[src/rtl/dma_td_pkg.sv]
package dma_td_pkg;
   localparam logic [4:0] MARK_TYPE = 5'h13;
   localparam int         BIT_EN    = 31;
   localparam int         BIT_TD    = 30;
   localparam int         BIT_RETRY = 24;
   localparam int         BIT_HOST  = 14;

   function automatic logic [31:0] td_marker(input logic is_rx, input logic [4:0] port);
      logic [31:0] w;
      w        = '0;
      w[31:27] = MARK_TYPE;
      w[16]    = is_rx;
      w[4:0]   = port;
      return w;
   endfunction
endpackage

[src/rtl/dma_td_chan.sv]
module dma_td_chan
   import dma_td_pkg::*;
#(
   parameter int          QW          = 8,
   parameter bit          IS_RX       = 1'b0,
   parameter int          PORT        = 0,
   parameter int          TX_TD_TRIES = 2,
   parameter logic [QW-1:0] TD_Q      = '0
) (
   input  logic          clk,
   input  logic          rst_n,
   input  logic          wr_en,
   input  logic          wr_en_bit,
   input  logic          wr_td_bit,
   input  logic          wr_retry,
   input  logic          wr_host,
   input  logic [QW-1:0] wr_cq,
   input  logic          start,
   input  logic [31:0]   start_desc,
   input  logic          done,
   input  logic          grant,
   output logic [31:0]   rd_word,
   output logic          fetch_en,
   output logic          td_busy,
   output logic          req,
   output logic [QW-1:0] req_q,
   output logic [31:0]   req_data
);
   localparam int CW = (TX_TD_TRIES > 1) ? $clog2(TX_TD_TRIES) : 1;
   localparam logic [CW-1:0] LAST_TRY = CW'(TX_TD_TRIES - 1);

   logic          en_q, td_q, retry_q, host_q, busy_q, fin_q;
   logic [QW-1:0] cq_q;
   logic [31:0]   desc_q;
   logic [CW-1:0] tries_q;
   logic          td_req, td_accept, ret_req, mark_req;

   assign fetch_en  = en_q && !td_q;
   assign td_busy   = td_q;
   assign ret_req   = busy_q && (fin_q || td_q);
   assign mark_req  = td_q && !busy_q;
   assign req       = ret_req || mark_req;
   assign req_q     = ret_req ? cq_q : TD_Q;
   assign req_data  = ret_req ? desc_q : td_marker(IS_RX, 5'(PORT));
   assign td_req    = wr_en && !td_q && wr_en_bit && wr_td_bit;

   generate
      if (IS_RX) begin : g_rx
         assign td_accept = td_req;
      end else begin : g_tx
         assign td_accept = td_req && (!busy_q || tries_q == LAST_TRY);
      end
   endgenerate

   always_comb begin
      rd_word            = '0;
      rd_word[BIT_EN]    = en_q;
      rd_word[BIT_TD]    = td_q;
      rd_word[BIT_RETRY] = retry_q;
      rd_word[BIT_HOST]  = host_q;
      rd_word[QW-1:0]    = cq_q;
   end

   always_ff @(posedge clk or negedge rst_n) begin
      if (!rst_n) begin
         en_q    <= 1'b0;
         td_q    <= 1'b0;
         retry_q <= 1'b0;
         host_q  <= 1'b0;
         busy_q  <= 1'b0;
         fin_q   <= 1'b0;
         cq_q    <= '0;
         desc_q  <= '0;
         tries_q <= '0;
      end else begin
         if (wr_en && !td_q) begin
            en_q    <= wr_en_bit;
            retry_q <= wr_retry;
            host_q  <= wr_host;
            cq_q    <= wr_cq;
         end
         if (td_accept) begin
            td_q    <= 1'b1;
            tries_q <= '0;
         end else if (td_req) begin
            tries_q <= tries_q + 1'b1;
         end
         if (start && fetch_en && !busy_q) begin
            busy_q <= 1'b1;
            desc_q <= start_desc;
            fin_q  <= 1'b0;
         end
         if (done && busy_q && !td_q) fin_q <= 1'b1;
         if (grant) begin
            if (ret_req) begin
               busy_q  <= 1'b0;
               fin_q   <= 1'b0;
               tries_q <= '0;
            end else begin
               td_q    <= 1'b0;
            end
         end
      end
   end
endmodule

[src/rtl/dma_td_arb.sv]
module dma_td_arb #(
   parameter int N = 2
) (
   input  logic [N-1:0] req,
   output logic [N-1:0] grant
);
   always_comb begin
      logic taken;
      taken = 1'b0;
      for (int i = 0; i < N; i++) begin
         grant[i] = req[i] && !taken;
         taken    = taken || req[i];
      end
   end
endmodule

[src/rtl/dma_td_ctrl.sv]
module dma_td_ctrl
   import dma_td_pkg::*;
#(
   parameter int            NUM_PORTS   = 4,
   parameter int            QW          = 8,
   parameter int            TX_TD_TRIES = 2,
   parameter logic [QW-1:0] TD_Q        = QW'(31),
   localparam int           PW          = (NUM_PORTS > 1) ? $clog2(NUM_PORTS) : 1,
   localparam int           AW          = PW + 5,
   localparam int           NCH         = 2 * NUM_PORTS,
   localparam int           CH_W        = PW + 1
) (
   input  logic            clk,
   input  logic            rst_n,
   input  logic            cfg_we,
   input  logic [AW-1:0]   cfg_waddr,
   input  logic [31:0]     cfg_wdata,
   input  logic [AW-1:0]   cfg_raddr,
   output logic [31:0]     cfg_rdata,
   input  logic            xfer_start,
   input  logic [CH_W-1:0] xfer_chan,
   input  logic [31:0]     xfer_desc,
   input  logic            xfer_done,
   input  logic [CH_W-1:0] xfer_done_chan,
   output logic [NCH-1:0]  fetch_en,
   output logic [NCH-1:0]  td_busy,
   output logic            push_valid,
   output logic [QW-1:0]   push_queue,
   output logic [31:0]     push_data
);
   generate
      if (QW < 1 || QW > 14) begin : g_bad_qw
         $error("QW must lie in 1..14");
      end
      if (NUM_PORTS < 1 || NUM_PORTS > 32) begin : g_bad_ports
         $error("NUM_PORTS must lie in 1..32");
      end
      if (TX_TD_TRIES < 1) begin : g_bad_tries
         $error("TX_TD_TRIES must be at least 1");
      end
   endgenerate

   localparam logic [31:0] USED_MASK = (32'h1 << BIT_EN) | (32'h1 << BIT_TD) |
                                       (32'h1 << BIT_RETRY) | (32'h1 << BIT_HOST) |
                                       ((32'h1 << QW) - 32'h1);

   logic                w_ok, r_ok;
   logic [CH_W-1:0]     w_idx, r_idx;
   logic [NCH-1:0]      ch_req, ch_grant;
   logic [NCH-1:0][QW-1:0] ch_q;
   logic [NCH-1:0][31:0]   ch_data, ch_word;
   logic                unused_wbits;

   assign unused_wbits = ^(cfg_wdata & ~USED_MASK);

   assign w_idx = {cfg_waddr[AW-1:5], cfg_waddr[3]};
   assign r_idx = {cfg_raddr[AW-1:5], cfg_raddr[3]};
   assign w_ok  = cfg_we && (cfg_waddr[4:0] == 5'd0 || cfg_waddr[4:0] == 5'd8) &&
                  (32'(cfg_waddr[AW-1:5]) < NUM_PORTS);
   assign r_ok  = (cfg_raddr[4:0] == 5'd0 || cfg_raddr[4:0] == 5'd8) &&
                  (32'(cfg_raddr[AW-1:5]) < NUM_PORTS);

   generate
      for (genvar i = 0; i < NCH; i++) begin : g_ch
         dma_td_chan #(
            .QW(QW), .IS_RX(1'(i % 2)), .PORT(i / 2),
            .TX_TD_TRIES(TX_TD_TRIES), .TD_Q(TD_Q)
         ) u_chan (
            .clk        (clk),
            .rst_n      (rst_n),
            .wr_en      (w_ok && w_idx == CH_W'(i)),
            .wr_en_bit  (cfg_wdata[BIT_EN]),
            .wr_td_bit  (cfg_wdata[BIT_TD]),
            .wr_retry   (cfg_wdata[BIT_RETRY]),
            .wr_host    (cfg_wdata[BIT_HOST]),
            .wr_cq      (cfg_wdata[QW-1:0]),
            .start      (xfer_start && xfer_chan == CH_W'(i)),
            .start_desc (xfer_desc),
            .done       (xfer_done && xfer_done_chan == CH_W'(i)),
            .grant      (ch_grant[i]),
            .rd_word    (ch_word[i]),
            .fetch_en   (fetch_en[i]),
            .td_busy    (td_busy[i]),
            .req        (ch_req[i]),
            .req_q      (ch_q[i]),
            .req_data   (ch_data[i])
         );
      end
   endgenerate

   dma_td_arb #(.N(NCH)) u_arb (.req(ch_req), .grant(ch_grant));

   always_comb begin
      cfg_rdata = '0;
      for (int i = 0; i < NCH; i++) begin
         if (r_ok && r_idx == CH_W'(i)) cfg_rdata = ch_word[i];
      end
   end

   always_ff @(posedge clk or negedge rst_n) begin
      if (!rst_n) begin
         push_valid <= 1'b0;
         push_queue <= '0;
         push_data  <= '0;
      end else begin
         push_valid <= |ch_req;
         push_queue <= '0;
         push_data  <= '0;
         for (int i = 0; i < NCH; i++) begin
            if (ch_grant[i]) begin
               push_queue <= ch_q[i];
               push_data  <= ch_data[i];
            end
         end
      end
   end
endmodule

[config.mk]
export PLATFORM = sky130hd
export DESIGN_NAME = dma_td_ctrl
export DESIGN_NICKNAME = d
export VERILOG_FILES = /design/src/rtl/dma_td_pkg.sv /design/src/rtl/dma_td_chan.sv /design/src/rtl/dma_td_arb.sv /design/src/rtl/dma_td_ctrl.sv
export SDC_FILE = /design/constraint.sdc
export NUM_CORES = 1
export LEC_CHECK = 0
export CORE_UTILIZATION = 50
export CTS_CLUSTER_SIZE = 8
export DETAILED_ROUTE_END_ITERATION = 10
export HOLD_SLACK_MARGIN = 0.05
export PLACE_DENSITY = 0.69
export SLEW_MARGIN = 10
export SYNTH_ARGS = -nofsm -noshare
export SYNTH_HDL_FRONTEND = slang
export SYNTH_HIERARCHICAL = 1
export SYNTH_SLANG_ARGS = --single-unit
export TNS_END_PERCENT = 30
[constraint.sdc]
create_clock -name clk -period 4.5 [get_ports clk]
set_clock_uncertainty 0.1 [all_clocks]
set_input_delay 0.675 -clock clk [delete_from_list [all_inputs] [get_ports clk]]
set_output_delay 0.675 -clock clk [all_outputs]
set_load 0.02 [all_outputs]
# Word-level counts from Yosys, hierarchy flattened
# Index checks and enable logic that the tools add are counted.
[word_totals] ff_bits=413 inputBits=89 out_inout_bits=89 elab_cells=423
[classes] add_sub_neg=4 eq_ne=30 n_mux=136 reduce_logical=182
[op_table] op="$mux W32" n=24
[op_table] op="$mux W8" n=16
[op_table] op="$logic_and A1 B1 Y1" n=124
[op_table] op="$mux W1" n=96
[op_table] op="$eq A3 B3 Y1 const B" n=16
[op_table] op="$logic_or A1 B1 Y1" n=28
[op_table] op="$eq A3 B2 Y1 const B" n=8
[op_table] op="$logic_not A1 Y1" n=23
[op_table] op="$eq A3 B1 Y1 const B" n=4
[op_table] op="$logic_not A3 Y1" n=4
[op_table] op="$eq A5 B4 Y1 const B" n=2
[op_table] op="$logic_not A5 Y1" n=2
[op_table] op="$reduce_or A8 Y1" n=1
[op_table] op="$add A1 B1 Y1 const B" n=4

# Depth between registers and ports, before layout
[depth] ltp_word=12 mapped_depth=9 ltp_nobuf=7

# Hierarchy
# The synthesis kept the hierarchy.
[by_module_without_submodules] mod="dma_td_chan at g_ch[0].u_chan ..." n_inst=4 cells_each=183 area_each_um2=2418.6 seq_area_each_um2=1176.1
[by_module_without_submodules] mod="dma_td_ctrl" n_inst=1 cells_each=851 area_each_um2=6533.8 seq_area_each_um2=1026.0
[by_module_without_submodules] mod="dma_td_chan at g_ch[3].u_chan ..." n_inst=2 cells_each=177 area_each_um2=2369.8 seq_area_each_um2=1151.1
[by_module_without_submodules] mod="dma_td_chan at g_ch[7].u_chan" n_inst=1 cells_each=177 area_each_um2=2371.0 seq_area_each_um2=1151.1
[by_module_without_submodules] mod="dma_td_chan at g_ch[1].u_chan" n_inst=1 cells_each=177 area_each_um2=2368.5 seq_area_each_um2=1151.1
[by_module_without_submodules] mod="dma_td_arb" n_inst=1 cells_each=11 area_each_um2=83.8 seq_area_each_um2=0.0

# Least setup slack after synthesis
# OpenSTA, ideal clock, no wires.
[synth_path] path_kind="register -> register" startpoint="register g_ch[0].u_chan.td_q" endpoint="register push_data[27]" setup_time_ns=0.082 t_arrival_ns=3.124 required_time_ns=4.318 path_slack_ns=1.194 stages_incl_launch_ff=10 path_buffers=2 period_less_slack_ns=3.306 cell_sequence="dfrtp_1 -> a21o_2 -> or4_4 -> nor4_1 -> clkinv_1 -> nand2_1 -> clkbuf_1 -> clkbuf_1 -> o22ai_1 -> a31oi_1"
[synth_between] elab_chain_cells=12 word_cells_on_any_way=33 cone_classes="mux (9); reduce/logical (24)"
[synth_lines] element="from (decl)" line="dma_td_chan.sv:32" rtl="logic en_q, td_q, retry_q, host_q, busy_q, fin_q;"
[synth_lines] element="from (signal assigned)" line="dma_td_chan.sv:67" rtl="td_q <= 1'b0;"
[synth_lines] element="from (signal assigned)" line="dma_td_chan.sv:83" rtl="td_q <= 1'b1;"
[synth_lines] element="from (signal assigned)" line="dma_td_chan.sv:100" rtl="td_q <= 1'b0;"
[synth_lines] element="$logic_or A1 B1 Y1" line="dma_td_chan.sv:40" rtl="assign ret_req = busy_q && (fin_q || td_q);"
[synth_lines] element="$logic_and A1 B1 Y1" line="dma_td_chan.sv:40"
[synth_lines] element="$logic_or A1 B1 Y1 *" line="dma_td_chan.sv:42" rtl="assign req = ret_req || mark_req;"
[synth_lines] element="via ch_req[0]" line="dma_td_ctrl.sv:49" rtl="logic [NCH-1:0] ch_req, ch_grant;"
[synth_lines] element="$logic_or A1 B1 Y1 * (6 in series)" line="dma_td_arb.sv:12" rtl="taken = taken || req[i];"
[synth_lines] element="$logic_not A1 Y1 *" line="dma_td_arb.sv:11" rtl="grant[i] = req[i] && !taken;"
[synth_lines] element="$logic_and A1 B1 Y1 *" line="dma_td_arb.sv:11"
[synth_lines] element="via ch_grant[7]" line="dma_td_ctrl.sv:49"
[synth_lines] element="$mux W32 *" line="dma_td_ctrl.sv:110" rtl="if (ch_grant[i]) begin"
[synth_lines] element="to (signal assigned)" line="dma_td_ctrl.sv:112" rtl="push_data <= ch_data[i];"
[synth_lines] element="to (decl)" line="dma_td_ctrl.sv:29" rtl="output logic [31:0] push_data"
# Mark *: on every way through the listed nets, which the timed path passes. The rest lies on a longest branch.
# A chain may end at the register's enable or synchronous reset.

# Final worst setup path
[layout_path] startpoint="input port cfg_raddr[1]" endpoint="output port cfg_rdata[6]"
[layout_between] elab_chain_cells=11 word_cells_on_any_way=19 cone_classes="eq/ne (1); mux (8); reduce/logical (10)"
[layout_lines] element="from (decl)" line="dma_td_ctrl.sv:18" rtl="input logic [AW-1:0] cfg_raddr,"
[layout_lines] element="$eq A5 B4 Y1 / $logic_not A5 Y1 (equally long branches)" line="dma_td_ctrl.sv:60" rtl="assign r_ok = (cfg_raddr[4:0] == 5'd0 || cfg_raddr[4:0] == 5'd8) &&"
[layout_lines] element="$logic_or A1 B1 Y1 *" line="dma_td_ctrl.sv:60"
[layout_lines] element="$logic_and A1 B1 Y1" line="dma_td_ctrl.sv:96" rtl="if (r_ok && r_idx == CH_W'(i)) cfg_rdata = ch_word[i];"
[layout_lines] element="$mux W32 (7 in series)" line="dma_td_ctrl.sv:96"
[layout_lines] element="$mux W32 *" line="dma_td_ctrl.sv:96"
[layout_lines] element="to (decl)" line="dma_td_ctrl.sv:19" rtl="output logic [31:0] cfg_rdata,"
# Every way passes the cells marked *; elsewhere a longest branch is shown, timed or not.

==> metrics.txt <==
initial antenna violation count=4; via count=between 15,000 and 20,000; CP required=between 3 and 4 ns; r2r setup slk=0.95 ns; RR Endpoint=push_data[19]; ranking of synthesized cells by area=dfrtp_1 40%, mux2_4 14%, and2_1 6.1%; Setup-failing EPs final=0; die height=229 um; Peak Freq=roughly 0.25 GHz; Setup TNS=0 ns; top cell type's share of synthesized area=0.401; # IOs=roughly 180; Via density=between 5 and 6; Finished Core Util=0.561; vias in the first global route=17,900; synthesis-stage register bit count=~410; final WL=approximately 66 mm; hold path endpoint=g_ch[5].u_chan/desc_q[14]; Tcrit/Tclk final=0.889; Initial Util=0.511; largest family of logic cells by synthesized area=multiplexers; pin count of the biggest net entering global routing=roughly 110; Critical Path Source Type=input port; cts bufs inserted=57; max incr delay on CP=0.68 ns; Buffers & Inverters on Critical Path=3; mean routed wirelength per cell=between 20 and 25 um; DPL Wire Length=just under 40 mm; Max-Cap Viols=0; Hold Startpoint=g_ch[5].u_chan/desc_q[14]; mux contribution to synthesized area=0.226; most frequent cell after synthesis=dfrtp_1; RSZ-0062 raised after global routing=false; r2r startpoint=g_ch[1].u_chan/td_busy; synth unique cells=51; share of layout cells above drive strength 1=0.239; CP arrival=3.23 ns; PortBufs=157; CTS sink count=slightly above 400; clock-pin slew on the worst setup and hold paths=around 0.050 ns; grt ovf=0; DRT antenna net count=0; Core ar.=roughly 50,000 um2; CP Max Fanout=32; crit-path leading delay family=buffers and inverters; die area=52,500 um2; adder-cell area share of the yosys netlist=0; Die X=229 um; Final Hold Viols=0; Area growth, synth to finish=9.96%; GPL Wtd Cong=a little over 0.8; worst vdd ir=around 330 uV; gr usage total=0.253; Layout Nets=approximately 2,400; CTS tree=yes; Worst R2R Path Depth=10; Synth Area in Simple Gates=0.151; Setup Buffers After CTS=0; Yosys top cell by area=dfrtp_1; final instance area=28,300 um2; Hold Crit Class=reg2reg; Worst Hold Path Cells=1; Ys Warns=6; Cell Area, Synth=between 20,000 and 30,000 um2; max_slew headroom=0.395; ys flop type=dfrtp_1; register area share after synthesis=0.401; number of DRC markers in iteration 0=roughly 1,100; most frequent cells after synthesis=413 x dfrtp_1, 250 x and2_1, 232 x mux2_4; min Tclk post-route=4.00 ns; P per Cell Area=a little over 400 nW/um2; Most common cell on crit path=clkdlybuf4s50_1; Avg Inst Size Synth=about 11 um2; post-synthesis compound-gate area fraction=0.106; status=finished, final reports clean; CP Capture Type=output pin; crit-path cells=clkdlybuf4s50_1, nor4_4, buf_4, and3b_1, a2111oi_2, nor3_1, clkdlybuf4s50_1; Root Buffer=clkbuf_16; DRC=0; ys async rst share=1.00; Bufs on Longest Clock Path=3; Std-Cell Rows=just over 80; P_leak=about 0.013 uW; Post-synth EDFFs=0; drt first pass iters=7; Post-Place Cell Area=26,800 um2; Post-Syn Instances=approximately 2,300; CP max-delay cell=clkdlybuf4s50_1; Worst-Margin Slew=approximately 0.91 ns; first-pass GRT wire length=104 mm; kind of critical path=in2out; H-Tree Depth=2; Worst-Skew Late Latency=around 0.63 ns; worst hold slack=roughly 0.39 ns; xor/xnor share of the synthesized area=0; Max Slew Vio Count=0
layout by cell type, fill, tap and decap left out, drive strengths merged, types with 38 or more instances in the layout:
| cell | n |
|---|---|
| o22ai | 47 |
| nand3b | 45 |
| and2 | 250 |
| a31oi | 44 |
| dfrtp | 413 |
| clkdlybuf4s50 | 154 |
| nand2 | 94 |
| mux2 | 345 |
| conb | 160 |
| inv | 87 |
| a221o | 80 |
| and3b | 38 |
| buf | 57 |
| nor3 | 66 |
| a21oi | 127 |
| nand2b | 83 |
| clkbuf | 59 |
stage by stage:
step	instances	total power (uW)	setup slack (ns)
3_5_place_dp	2970	7900	0.520
3_3_place_gp	2970	7830	0.520
5_1_grt	3034	12200	0.378
6_report	3035	11700	0.499
4_1_cts	3033	11800	0.512
2_1_floorplan	2454	6700	1.19
metal layers:
layer	vias to the layer above	GRT usage	wire length, um
li1	7847	-	-
met1	8830	0.354	29900
met2	532	0.398	30200
met3	135	0.0377	3740
met4	6	0.0927	2000
met5	-	0	31
worst max-delay path by stage:
| stage | slack (ns) | start | to | cells after the start |
|---|---|---|---|---|
| floorplan | 1.19 | g_ch[0].u_chan/td_busy | push_data[27] | 9 |
| global placement | 0.52 | cfg_raddr[1] | cfg_rdata[6] | 7 |
| detailed placement | 0.52 | cfg_raddr[1] | cfg_rdata[6] | 7 |
| CTS | 0.51 | cfg_raddr[1] | cfg_rdata[6] | 7 |
| global route | 0.38 | cfg_raddr[1] | cfg_rdata[6] | 7 |
| finish | 0.50 | cfg_raddr[1] | cfg_rdata[6] | 7 |
repair_timing:
item,in CTS,in global routing
gates resized for setup,0,0
hold endpoints to repair,85,0
hold buffers,1,0
report_power, final:
| part | switching [uW] | internal, uW | leakage (uW) | total (uW) |
|---|---|---|---|---|
| clock | 1600 | 2250 | 0.000742 | 3840 |
| sequential | 270 | 4210 | 0.00560 | 4480 |
| combinational | 1900 | 1500 | 0.00634 | 3400 |
flip-flops by register name, summed over array words and instances, names as in the netlist:
signal,flops
push_data,32
g_ch.u_chan/busy_q,8
g_ch.u_chan/en_q,8
push_queue,8
g_ch.u_chan/fin_q,8
push_valid,1
g_ch.u_chan/cq_q,64
g_ch.u_chan/td_busy,8
g_ch.u_chan/retry_q,8
g_ch.u_chan/tries_q,4
g_ch.u_chan/host_q,8
g_ch.u_chan/desc_q,256
kinds of logic (layout without fill, tap and decap cells):
| group | after synthesis | count (layout) |
|---|---|---|
| muxes | 413 | 413 |
| and+or+nand+nor | 648 | 648 |
| buffers and inverters | 453 | 360 |
| other | 8 | 162 |
| DFF | 413 | 413 |
| AOI/OAI and AO/OA | 367 | 367 |
layout make-up:
| type | count | area [um2] |
|---|---|---|
| timing repair buffer | 212 | 2120 |
| fill | 4209 | 22100 |
| sequential | 413 | 10300 |
| clock buffer | 59 | 1440 |
| antenna | 2 | 5.00 |
| inverter | 86 | 323 |
| tap | 672 | 841 |
| multi-input combinational | 1588 | 13200 |
| clock inverter | 3 | 70.1 |
(Power assumes the default switching activity.)
